## config.mk

```make
export PLATFORM = sky130hd
export DESIGN_NAME = mc_macrocell
export DESIGN_NICKNAME = d
export VERILOG_FILES = /design/src/rtl/mc_pkg.sv /design/src/rtl/mc_clk_sel.sv /design/src/rtl/mc_oe_sel.sv /design/src/rtl/mc_store.sv /design/src/rtl/mc_macrocell.sv
export SDC_FILE = /design/constraint.sdc
export NUM_CORES = 1
export LEC_CHECK = 0
export ABC_AREA = 1
export ABC_CLOCK_PERIOD_IN_PS = 1900
export BUFFER_PORTS_ARGS = -buffer_cell sky130_fd_sc_hd__buf_4
export CORE_AREA = 5 5 42 44
export CTS_BUF_LIST = sky130_fd_sc_hd__clkbuf_8
export CTS_CLUSTER_DIAMETER = 120
export DETAILED_ROUTE_END_ITERATION = 6
export DIE_AREA = 0 0 47 49
export GPL_ROUTABILITY_DRIVEN = 0
export GPL_TIMING_DRIVEN = 0
export PLACE_DENSITY = 0.69
export SLEW_MARGIN = 5
export SYNTH_ARGS = -nofsm -noshare
export SYNTH_HDL_FRONTEND = slang
export SYNTH_SLANG_ARGS = --single-unit
```

## constraint.sdc

```tcl
create_clock -name clk_i -period 1.9 [get_ports clk_i]
set_clock_uncertainty 0.2 [all_clocks]
set_input_delay 0.19 -clock clk_i [delete_from_list [all_inputs] [get_ports clk_i]]
set_output_delay 0.19 -clock clk_i [all_outputs]
set_load 0.01 [all_outputs]
```

## src/rtl/mc_pkg.sv

```systemverilog
package mc_pkg;
  typedef enum logic [1:0] {
    CE_ON  = 2'd0,
    CE_GLB = 2'd1,
    CE_PT  = 2'd2,
    CE_OFF = 2'd3
  } ce_sel_e;
endpackage

```

## src/rtl/mc_clk_sel.sv

```systemverilog
module mc_clk_sel #(
  parameter int NUM_GCLK = 4,
  localparam int NSRC = NUM_GCLK + 2,
  localparam int SELW = $clog2(NSRC)
) (
  input  logic                clk_i,
  input  logic                rst_ni,
  input  logic [SELW-1:0]     sel_i,
  input  logic [NUM_GCLK-1:0] gclk_i,
  input  logic                pt_clk_i,
  input  logic                shr_clk_i,
  output logic                lvl_o,
  output logic                rise_o
);
  logic [NSRC-1:0] src;
  logic            prev_q;

  assign src = {shr_clk_i, pt_clk_i, gclk_i};

  // codes past the last source select a constant low
  always_comb begin
    lvl_o = 1'b0;
    for (int i = 0; i < NSRC; i++)
      if (sel_i == SELW'(i)) lvl_o = src[i];
  end

  always_ff @(posedge clk_i or negedge rst_ni)
    if (!rst_ni) prev_q <= 1'b0;
    else         prev_q <= lvl_o;

  assign rise_o = lvl_o & ~prev_q;
endmodule

```

## src/rtl/mc_oe_sel.sv

```systemverilog
module mc_oe_sel #(
  parameter int NUM_GPTOE = 4,
  parameter int NUM_GOE   = 2,
  localparam int NSRC = 1 + NUM_GPTOE + NUM_GOE,
  localparam int SELW = $clog2(NSRC + 1)
) (
  input  logic [SELW-1:0]      sel_i,
  input  logic                 pt_oe_i,
  input  logic [NUM_GPTOE-1:0] gpt_oe_i,
  input  logic [NUM_GOE-1:0]   goe_i,
  output logic                 oe_o
);
  logic [NSRC-1:0] src;

  assign src = {goe_i, gpt_oe_i, pt_oe_i};

  always_comb begin
    oe_o = 1'b0;
    for (int i = 0; i < NSRC; i++)
      if (sel_i == SELW'(i)) oe_o = src[i];
  end
endmodule

```

## src/rtl/mc_store.sv

```systemverilog
module mc_store (
  input  logic clk_i,
  input  logic rst_ni,
  input  logic latch_i,
  input  logic lvl_i,
  input  logic rise_i,
  input  logic ce_i,
  input  logic d_i,
  input  logic clr_i,
  input  logic set_i,
  output logic q_o
);
  logic st_q;
  logic open_w;
  logic upd_w;

  assign open_w = latch_i & lvl_i & ce_i;
  assign upd_w  = ce_i & (latch_i ? lvl_i : rise_i);

  always_ff @(posedge clk_i or negedge rst_ni)
    if (!rst_ni)    st_q <= 1'b0;
    else if (clr_i) st_q <= 1'b0;
    else if (set_i) st_q <= 1'b1;
    else if (upd_w) st_q <= d_i;

  // forces reach the output at once; clear beats set
  always_comb begin
    if (clr_i)       q_o = 1'b0;
    else if (set_i)  q_o = 1'b1;
    else if (open_w) q_o = d_i;
    else             q_o = st_q;
  end
endmodule

```

## src/rtl/mc_macrocell.sv

```systemverilog
module mc_macrocell #(
  parameter int NUM_GCLK  = 4,
  parameter int NUM_GPTOE = 4,
  parameter int NUM_GOE   = 2
) (
  input  logic                                     clk_i,
  input  logic                                     rst_ni,
  input  logic                                     cfg_xor_i,
  input  logic                                     cfg_latch_i,
  input  logic [$clog2(NUM_GCLK+2)-1:0]            cfg_clk_sel_i,
  input  logic [1:0]                               cfg_ce_sel_i,
  input  logic                                     cfg_rst_pol_i,
  input  logic                                     cfg_pad_d_i,
  input  logic [$clog2(NUM_GPTOE+NUM_GOE+2)-1:0]   cfg_oe_sel_i,
  input  logic                                     sop_i,
  input  logic                                     pad_i,
  input  logic [NUM_GCLK-1:0]                      gclk_i,
  input  logic                                     pt_clk_i,
  input  logic                                     shr_clk_i,
  input  logic                                     gce_i,
  input  logic                                     pt_ce_i,
  input  logic                                     grst_i,
  input  logic                                     pt_rst_i,
  input  logic                                     pt_set_i,
  input  logic                                     pt_oe_i,
  input  logic [NUM_GPTOE-1:0]                     gpt_oe_i,
  input  logic [NUM_GOE-1:0]                       goe_i,
  output logic                                     comb_o,
  output logic                                     reg_o,
  output logic                                     oe_o
);
  import mc_pkg::*;

  localparam int CSW = $clog2(NUM_GCLK + 2);
  localparam int OSW = $clog2(NUM_GPTOE + NUM_GOE + 2);

  logic    lvl_w, rise_w, ce_w, d_w, clr_w;
  ce_sel_e ce_sel;

  assign comb_o = sop_i ^ cfg_xor_i;
  assign d_w    = cfg_pad_d_i ? pad_i : comb_o;
  assign clr_w  = (grst_i == cfg_rst_pol_i) | pt_rst_i;
  assign ce_sel = ce_sel_e'(cfg_ce_sel_i);

  always_comb begin
    unique case (ce_sel)
      CE_ON:   ce_w = 1'b1;
      CE_GLB:  ce_w = gce_i;
      CE_PT:   ce_w = pt_ce_i;
      default: ce_w = 1'b0;
    endcase
  end

  mc_clk_sel #(.NUM_GCLK(NUM_GCLK)) u_clk_sel (
    .clk_i     (clk_i),
    .rst_ni    (rst_ni),
    .sel_i     (cfg_clk_sel_i),
    .gclk_i    (gclk_i),
    .pt_clk_i  (pt_clk_i),
    .shr_clk_i (shr_clk_i),
    .lvl_o     (lvl_w),
    .rise_o    (rise_w)
  );

  mc_store u_store (
    .clk_i   (clk_i),
    .rst_ni  (rst_ni),
    .latch_i (cfg_latch_i),
    .lvl_i   (lvl_w),
    .rise_i  (rise_w),
    .ce_i    (ce_w),
    .d_i     (d_w),
    .clr_i   (clr_w),
    .set_i   (pt_set_i),
    .q_o     (reg_o)
  );

  mc_oe_sel #(.NUM_GPTOE(NUM_GPTOE), .NUM_GOE(NUM_GOE)) u_oe_sel (
    .sel_i    (cfg_oe_sel_i),
    .pt_oe_i  (pt_oe_i),
    .gpt_oe_i (gpt_oe_i),
    .goe_i    (goe_i),
    .oe_o     (oe_o)
  );
endmodule

```

==> results.tsv, run 1 <==
stage	metric	value	unit
drt	avgViaCountPerCell	4.281	
worst_setup_path	arrival	1.12	ns
floorplan	fp-row-count	14	
min_path	hp-class	in -> reg	
status	status	finished, final reports clean	
worst_setup_path	crit_path_end	reg_o	
worst_setup_path	crit_path_end_kind	output port	
worst_setup_path	critPathSlowestCell	or2_1	
synth	yosysUniqueCellTypes	21	
drt	firstDrtPassIters	2	
synth	netlist_area	365.4	µm²
synth	synth_seq_cells	2	
floorplan	die_y	49	µm
clock_network	clk-insertion-delay-late	0.21	ns
synth	syn_area_per_cell	5.621	µm²
floorplan	die_area	2303	µm²
worst_setup_path	startpoint	cfg_clk_sel_i[0]	
finish	final_common_cell	buf_4	
worst_setup_path	slowest_delay	0.23	ns
synth	synth_compound_area_share	19.18	%
timing	fin_ws	0.3938	ns
clock_network	cts_root_buf	clkbuf_8	
worst_setup_path	r2r_slack	0.88	ns
finish	antennaDiodeCount	0	
timing	rsz0062_at_grt	no	
synth	synth_top_family_by_area	simple AND/OR/NAND/NOR gates	
synth	syn_nets	99	
timing	slew_headroom	87.05	%
finish	layout_common_cells	buf_4, nand2_1, inv_1	
floorplan	start_util	26.07	%
global_routing	grt_max_degree	5	
global_routing	grt_antenna_before_repair	0	
clock_network	cts_buffer_depth	2	
floorplan	die_x	47	µm
worst_setup_path	cp-start-kind	input port	
drt	vias	518	
worst_setup_path	r2r_cells	5	
drt	drc	0	
worst_setup_path	r2r-start	u_clk_sel.prev_q	
synth	syn_inst	65	
placed_design	dp_hpwl	973.6	µm
global_routing	grt_pass1_wl	1897	µm
drt	drt-wirelength-per-cell	8.926	µm
synth	synthSimpleGateAreaFrac	50.68	%
global_routing	grt_overflow	0	
timing	clock.fmax	663.9	MHz
run	maxCapViolCount	0	
clock_network	clk_pin_slew	0.03	ns
timing	finalSetupTns	0	ns
synth	synth-adder-area-share	0	%
timing	slew_viol_final	0	
global_routing	grt_pass1_vias	526	
worst_setup_path	path_common_cell	nand2_1	
worst_setup_path	path_cells	buf_4, or2_1, o211ai_2, nand2_4, nand2_1, nand2_1, nand3_1, nand2_1, inv_1, buf_4	
drt	wl	1080	µm
clock_network	cts_tree	built	
synth	yosysWarnings	0	
finish	nFillCells	147	
finish	regArea	50.05	µm²
clock_network	numCtsBuffers	3	
worst_setup_path	timing.rr.end	u_store.st_q	
finish	area_growth	93.49	%
worst_setup_path	cp_max_fo	4	
timing	period_minus_slack	1.506	ns
timing	final_hold_viol_count	0	
finish	layout-drive-gt1-share	45.71	%
drt	drt_iter0_drc	8	
clock_network	cts_sinks	2	
floorplan	core	1401	µm²
clock_network	htree_levels	1	
worst_setup_path	worstSetupPathType	in -> out	
power	powerDensity	480.6	nW/µm²
placed_design	post-place-ws	0.4005	ns
power	ir_drop	401.6	µV
finish	multiInputGateArea	255.2	µm²
drt	ant_nets	0	
timing	worst_slew_pin_slew	0.1926	ns
worst_setup_path	cp.required	1.51	ns
finish	fin_nets	141	
timing	setup_viol	0	
placed_design	port_buffers	36	
synth	synth_xor_area_share	0	%
power	power.leakage	0.4058	nW
synth	synthMuxAreaShare	0	%
floorplan	num_io_pins	37	
global_routing	grt_usage	11.06	%
timing	finalCritPeriodShare	79.28	%
synth	yosysSeqAreaShare	13.70	%
-- report_power, final --
| part | leakage, nW | total (W) | internal [W] | switching [W] |
|---|---|---|---|---|
| registers | 0.0255 | 0.0000484 | 0.0000469 | 0.00000147 |
| clock network | 0.0216 | 0.000165 | 0.000134 | 0.0000316 |
| logic | 0.359 | 0.000126 | 0.0000752 | 0.0000509 |
| total | 0.406 | 0.000340 | 0.000256 | 0.0000839 |
-- registers in the layout (all words and copies together) (netlist names) --
signal            count
u_store.st_q          1
u_clk_sel.prev_q      1
-- layout make-up --
cell class              instances  area share [%]
clock buffers                   3           5.841
inverters                      16           8.496
multi-input cells              47           36.11
flip-flops and latches          2           7.080
well taps                      16           2.832
repair buffers                 37           39.65
-- critical path, delay by kind of cell --
family          cells  cell delay [ns]
compound gates      1             0.09
simple gates        6             0.57
buf+inv             3             0.28
-- through the flow --
step,utilization [%],hold slack (ns),power (W),area (µm²),instances
finish,50.45,0.07881,0.0003398,706.9,121
global route,50.45,0.09357,0.0003686,706.9,121
CTS,50.45,0.07981,0.0003470,706.9,121
detailed placement,46.79,-0.2260,0.0001746,655.6,117
global placement,46.79,-0.2271,0.0001724,655.6,117
floorplan,-,-0.3056,0.0001030,365.4,65
-- cells by family after synthesis --
| logic type | Yosys count |
|---|---|
| buffers and inverters | 16 |
| AOI/OAI and AO/OA | 11 |
| DFF | 2 |
| and+or+nand+nor | 36 |
-- metal layers --
| metal | vias to the layer above | part of all wire [%] | GRT usage (%) |
|---|---|---|---|
| li1 | 282 | - | - |
| met3 | 0 | 10 | 4.797 |
| met1 | 218 | 32 | 10.57 |
| met4 | 0 | 0 | 4.147 |
| met2 | 18 | 57 | 19.68 |
| met5 | - | 0 | 0 |
-- how the worst min path moves through the flow --
stage,startpoint,endpoint,depth (start not counted)
6_report,pt_set_i,u_store.st_q,4
4_1_cts,pt_set_i,u_store.st_q,4
3_3_place_gp,rst_ni,u_store.st_q,1
5_1_grt,pt_rst_i,u_store.st_q,4
2_1_floorplan,rst_ni,u_clk_sel.prev_q,0
3_5_place_dp,rst_ni,u_clk_sel.prev_q,1
-- synth_stat cells --
library cell	count	area share [%]
a21oi_1	1	1.4
and2_1	1	1.7
clkinv_1	1	1.0
dfrtp_1	2	14
inv_1	13	13
inv_2	2	2.1
nand2_1	15	15
nand2_2	2	3.4
nand2_4	1	3.1
nand3_1	5	6.8
nand3_2	1	2.7
nor2_1	7	7.2
nor2_2	1	1.7
nor3b_4	1	5.1
o211ai_1	1	2.1
o211ai_2	1	3.4
o21a_1	1	2.1
o21ai_0	3	4.1
o21ai_1	3	4.1
o31ai_1	1	2.1
or2_1	2	3.4
-- what timing repair did --
action	in CTS	in global routing
hold buffers	1	0
endpoints found under the hold margin	2	0
setup endpoints to repair	0	0
gates resized for setup	0	0
setup buffers	0	0
Power figures use the tool's default switching activity.
==> run 2: changes to the inputs <==
--- a/config.mk
+++ b/config.mk
@@ -5,8 +5,8 @@
 export SDC_FILE = /design/constraint.sdc
 export NUM_CORES = 1
 export LEC_CHECK = 0
-export ABC_AREA = 1
-export ABC_CLOCK_PERIOD_IN_PS = 1900
+export ABC_AREA = 0
+export ABC_CLOCK_PERIOD_IN_PS = 1300
 export BUFFER_PORTS_ARGS = -buffer_cell sky130_fd_sc_hd__buf_4
 export CORE_AREA = 5 5 42 44
 export CTS_BUF_LIST = sky130_fd_sc_hd__clkbuf_8
@@ -15,7 +15,7 @@
 export DIE_AREA = 0 0 47 49
 export GPL_ROUTABILITY_DRIVEN = 0
 export GPL_TIMING_DRIVEN = 0
-export PLACE_DENSITY = 0.69
+export PLACE_DENSITY = 0.67
 export SLEW_MARGIN = 5
 export SYNTH_ARGS = -nofsm -noshare
 export SYNTH_HDL_FRONTEND = slang
==> constraint.sdc (replaced) <==
create_clock -name clk_i -period 1.3 [get_ports clk_i]
set_clock_uncertainty 0.2 [all_clocks]
set_input_delay 0.13 -clock clk_i [delete_from_list [all_inputs] [get_ports clk_i]]
set_output_delay 0.13 -clock clk_i [all_outputs]
set_load 0.01 [all_outputs]
==> results.tsv, run 2 <==
stage	metric	value	unit	change
floorplan	num_io_pins	37		unchanged
synth	synth_edf_count	0		unchanged
clock_network	cts_root_buf	clkbuf_8		unchanged
timing	slew_headroom	84.15	%	was 87.05%
drt	dr_wl_met3	189	µm	was 113 µm
finish	antennaDiodeCount	0		unchanged
worst_setup_path	timing.rr.end	u_store.st_q		unchanged
clock_network	clk_pin_slew	0.03	ns	about the same
min_path	worstHoldPathCells	4		unchanged
finish	layout_common_cells	buf_4, nor2_1, mux2i_2, inv_1, clkbuf_8		was buf_4, nand2_1, inv_1
worst_setup_path	r2r_slack	0.12	ns	was 0.88 ns
drt	m1WireLength	366	µm	was 350 µm
worst_setup_path	crit_path_end_kind	output port		unchanged
timing	final_hold_viol_count	0		unchanged
placed_design	port_buffers	36		unchanged
drt	drc	0		unchanged
power	ir_drop	385.5	µV	was 401.6 µV
synth	synth_seq_cells	2		unchanged
run	maxCapViolCount	0		unchanged
clock_network	numCtsBuffers	3		unchanged
min_path	hold_end	u_store.st_q		unchanged
placed_design	numPlacedInstances	88		was 117
power	total_power	0.0005265	W	was 0.0003398 W
global_routing	grt_max_degree	5		unchanged
min_path	hp-class	in -> reg		unchanged
worst_setup_path	cp.required	0.97	ns	was 1.51 ns
timing	holdWs	0.03367	ns	was 0.07881 ns
global_routing	grt_pass1_wl	1890	µm	was 1897 µm
timing	finalCritPeriodShare	109.8	%	
power	powerDensity	718.1	nW/µm²	was 480.6 nW/µm²
drt	ant_nets	0		unchanged
finish	fin_nets	115		was 141
worst_setup_path	cp_max_fo	2		was 4
worst_setup_path	cp-start-kind	input port		unchanged
floorplan	core	1401	µm²	unchanged
finish	stdcell_count	95		was 121
global_routing	grt_overflow	0		unchanged
worst_setup_path	worstSetupPathType	in -> out		unchanged
worst_setup_path	path_buf_inv	2		was 3
synth	synth_ff_type	dfrtp_1		unchanged
synth	netlist_area	316.6	µm²	was 365.4 µm²
finish	final_common_cell	buf_4		unchanged
drt	wl	1219	µm	was 1080 µm
synth	syn_inst	36		was 65
clock_network	cts_sinks	2		unchanged
floorplan	die_x	47	µm	unchanged
synth	yosysSeqAreaShare	15.81	%	was 13.70%
floorplan	fp-row-count	14		unchanged
drt	firstDrtPassIters	2		unchanged
clock_network	cts_tree	built		unchanged
drt	vias	451		was 518
synth	synth-async-reset-ratio	100.0	%	unchanged
drt	routed.top_layer	met3		unchanged
floorplan	die_y	49	µm	unchanged
synth	synth_top_cell_by_area	dfrtp_1		was nand2_1
timing	worst_slew_pin_slew	0.2363	ns	was 0.1926 ns
synth	synth.top_cells.by_count	mux2i_1, nor2_1, a21oi_1, inv_1, nand2b_1		was nand2_1, inv_1, nor2_1
drt	wl_met2	663	µm	was 616 µm
timing	rsz0062_at_grt	yes		was no
power	power.leakage	0.3722	nW	was 0.4058 nW
worst_setup_path	critPathSlowestCell	mux2_4		was or2_1
synth	yosysTopAreaCellShare	15.81	%	was 15.41%
finish	area_growth	131.6	%	was 93.49%
drt	avgViaCountPerCell	4.747		was 4.281
worst_setup_path	arrival	1.10	ns	was 1.12 ns
timing	setup_viol	1		was 0
drt	drt_iter0_drc	1		was 8
global_routing	grt_pass1_vias	533		was 526
finish	layout-drive-gt1-share	70.89	%	was 45.71%
timing	period_minus_slack	1.427	ns	
synth	syn_area_per_cell	8.793	µm²	was 5.621 µm²
synth	synth_most_common_cell	mux2i_1		was nand2_1
drt	drt-wirelength-per-cell	12.83	µm	was 8.926 µm
status	violations	negative setup slack		
floorplan	die_area	2303	µm²	unchanged
timing	clock.fmax	700.6	MHz	
floorplan	start_util	22.59	%	was 26.07%
synth	syn_nets	70		was 99
min_path	hold_path.startpoint	pt_rst_i		was pt_set_i
finish	reg_top3	u_clk_sel.prev_q (1), u_store.st_q (1)		unchanged
clock_network	clk-insertion-delay-late	0.21	ns	about the same
status	status	finished with violations		was finished, final reports clean
worst_setup_path	path_cells	buf_4, xor2_2, mux2_4, o21ai_2, o32ai_2, buf_4		was buf_4, or2_1, o211ai_2, nand2_4, nand2_1, nand2_1, nand3_1, nand2_1, inv_1, buf_4
worst_setup_path	path_common_cell	buf_4		was nand2_1
timing	fin_ws	-0.1274	ns	was 0.3938 ns
worst_setup_path	r2r_cells	3		was 5
synth	yosysUniqueCellTypes	22		was 21
clock_network	htree_levels	1		unchanged
synth	yosysWarnings	0		unchanged
global_routing	grt_antenna_before_repair	0		unchanged
timing	slew_viol_final	0		unchanged
global_routing	grt_usage	10.99	%	was 11.06%
placed_design	dp_hpwl	1001	µm	was 973.6 µm
clock_network	cts_buffer_depth	2		unchanged
worst_setup_path	crit_family	buffers and inverters		was simple AND/OR/NAND/NOR gates
worst_setup_path	slowest_delay	0.27	ns	was 0.23 ns
worst_setup_path	r2r-start	u_clk_sel.prev_q		unchanged
synth	yosys-top-cells-area	dfrtp_1, mux2i_1, mux4_2, nand2b_1, o32ai_2		was nand2_1, dfrtp_1, inv_1, nor2_1, nand3_1
==> run 2: cell types whose count changed after synthesis, moves of 3 or more <==
cell,change
nand3_1,-5
nor2_1,-3
inv_1,-10
mux2i_1,+5
nand2b_1,+3
o21ai_0,-3
nand2_1,-14
==> run 2: area by class of cell <==
| cell class | count | area (µm²) |
|---|---|---|
| clock buffer | 3 | 41.29 |
| sequential | 2 | 50.05 |
| timing repair buffer | 40 | 317.8 |
| tap | 16 | 20.02 |
| multi-input combinational | 31 | 292.8 |
| inverter | 3 | 11.26 |
| fill | 147 | 668.1 |
==> run 2: kinds of logic after synthesis <==
| kind of cell | count (synthesis) | share of synthesized area, % |
|---|---|---|
| flip-flops | 2 | 15.81 |
| AND/OR/NAND/NOR | 11 | 17.39 |
| XOR/XNOR | 2 | 5.535 |
| multiplexers | 7 | 26.48 |
| AO/OA/AOI/OAI | 11 | 31.22 |
| buffers and inverters | 3 | 3.557 |
==> run 2: metrics by stage <==
step	setup TNS (ns)	util, %	area [µm²]	setup slack, ns
5_1_grt	-0.2024	52.32	733.2	-0.1733
3_3_place_gp	-0.1836	43.84	614.3	-0.1544
6_report	-0.1274	52.32	733.2	-0.1274
3_5_place_dp	-0.2064	43.84	614.3	-0.1693
4_1_cts	-0.1462	50.45	706.9	-0.1241
2_1_floorplan	0	-	324.1	0.06434
==> run 2: worst register-to-register path, stage by stage (launching register included) <==
cell and delay, ns:
dfrtp_1 0.36, a221oi_2 0.24, o22ai_1 0.13, mux2i_1 0.13
==> run 2: layer usage <==
| metal | GRT usage, % | vias to the layer above |
|---|---|---|
| li1 | - | 221 |
| met1 | 9.670 | 202 |
| met2 | 19.23 | 28 |
| met3 | 3.690 | 0 |
| met4 | 7.834 | 0 |
| met5 | 0 | - |
==> run 2: worst max path at each step <==
stage | startpoint | end | slack (ns) | cells past startpoint
after floorplan | cfg_xor_i | reg_o | 0.06 | 4
after global placement | cfg_xor_i | reg_o | -0.15 | 6
after detailed placement | cfg_xor_i | reg_o | -0.17 | 6
after CTS | cfg_clk_sel_i[0] | reg_o | -0.12 | 6
after global routing | cfg_clk_sel_i[0] | reg_o | -0.17 | 6
final | cfg_xor_i | reg_o | -0.13 | 6
==> run 2: power by group <==
group / internal, W / total, W / leakage [nW] / switching [W]
clock: 0.000195 / 0.000241 / 0.0216 / 0.0000453
combinational: 0.000139 / 0.000215 / 0.325 / 0.0000764
sequential: 0.0000682 / 0.0000703 / 0.0261 / 0.00000208
total: 0.000403 / 0.000527 / 0.372 / 0.000124
==> run 2: what timing repair did <==
item,4_1_cts,5_1_grt
gates resized for setup,7,4
pin swaps,4,3
hold endpoints to repair,2,0
endpoints found under the setup margin,2,2
setup buffers,2,1
hold buffers,1,0
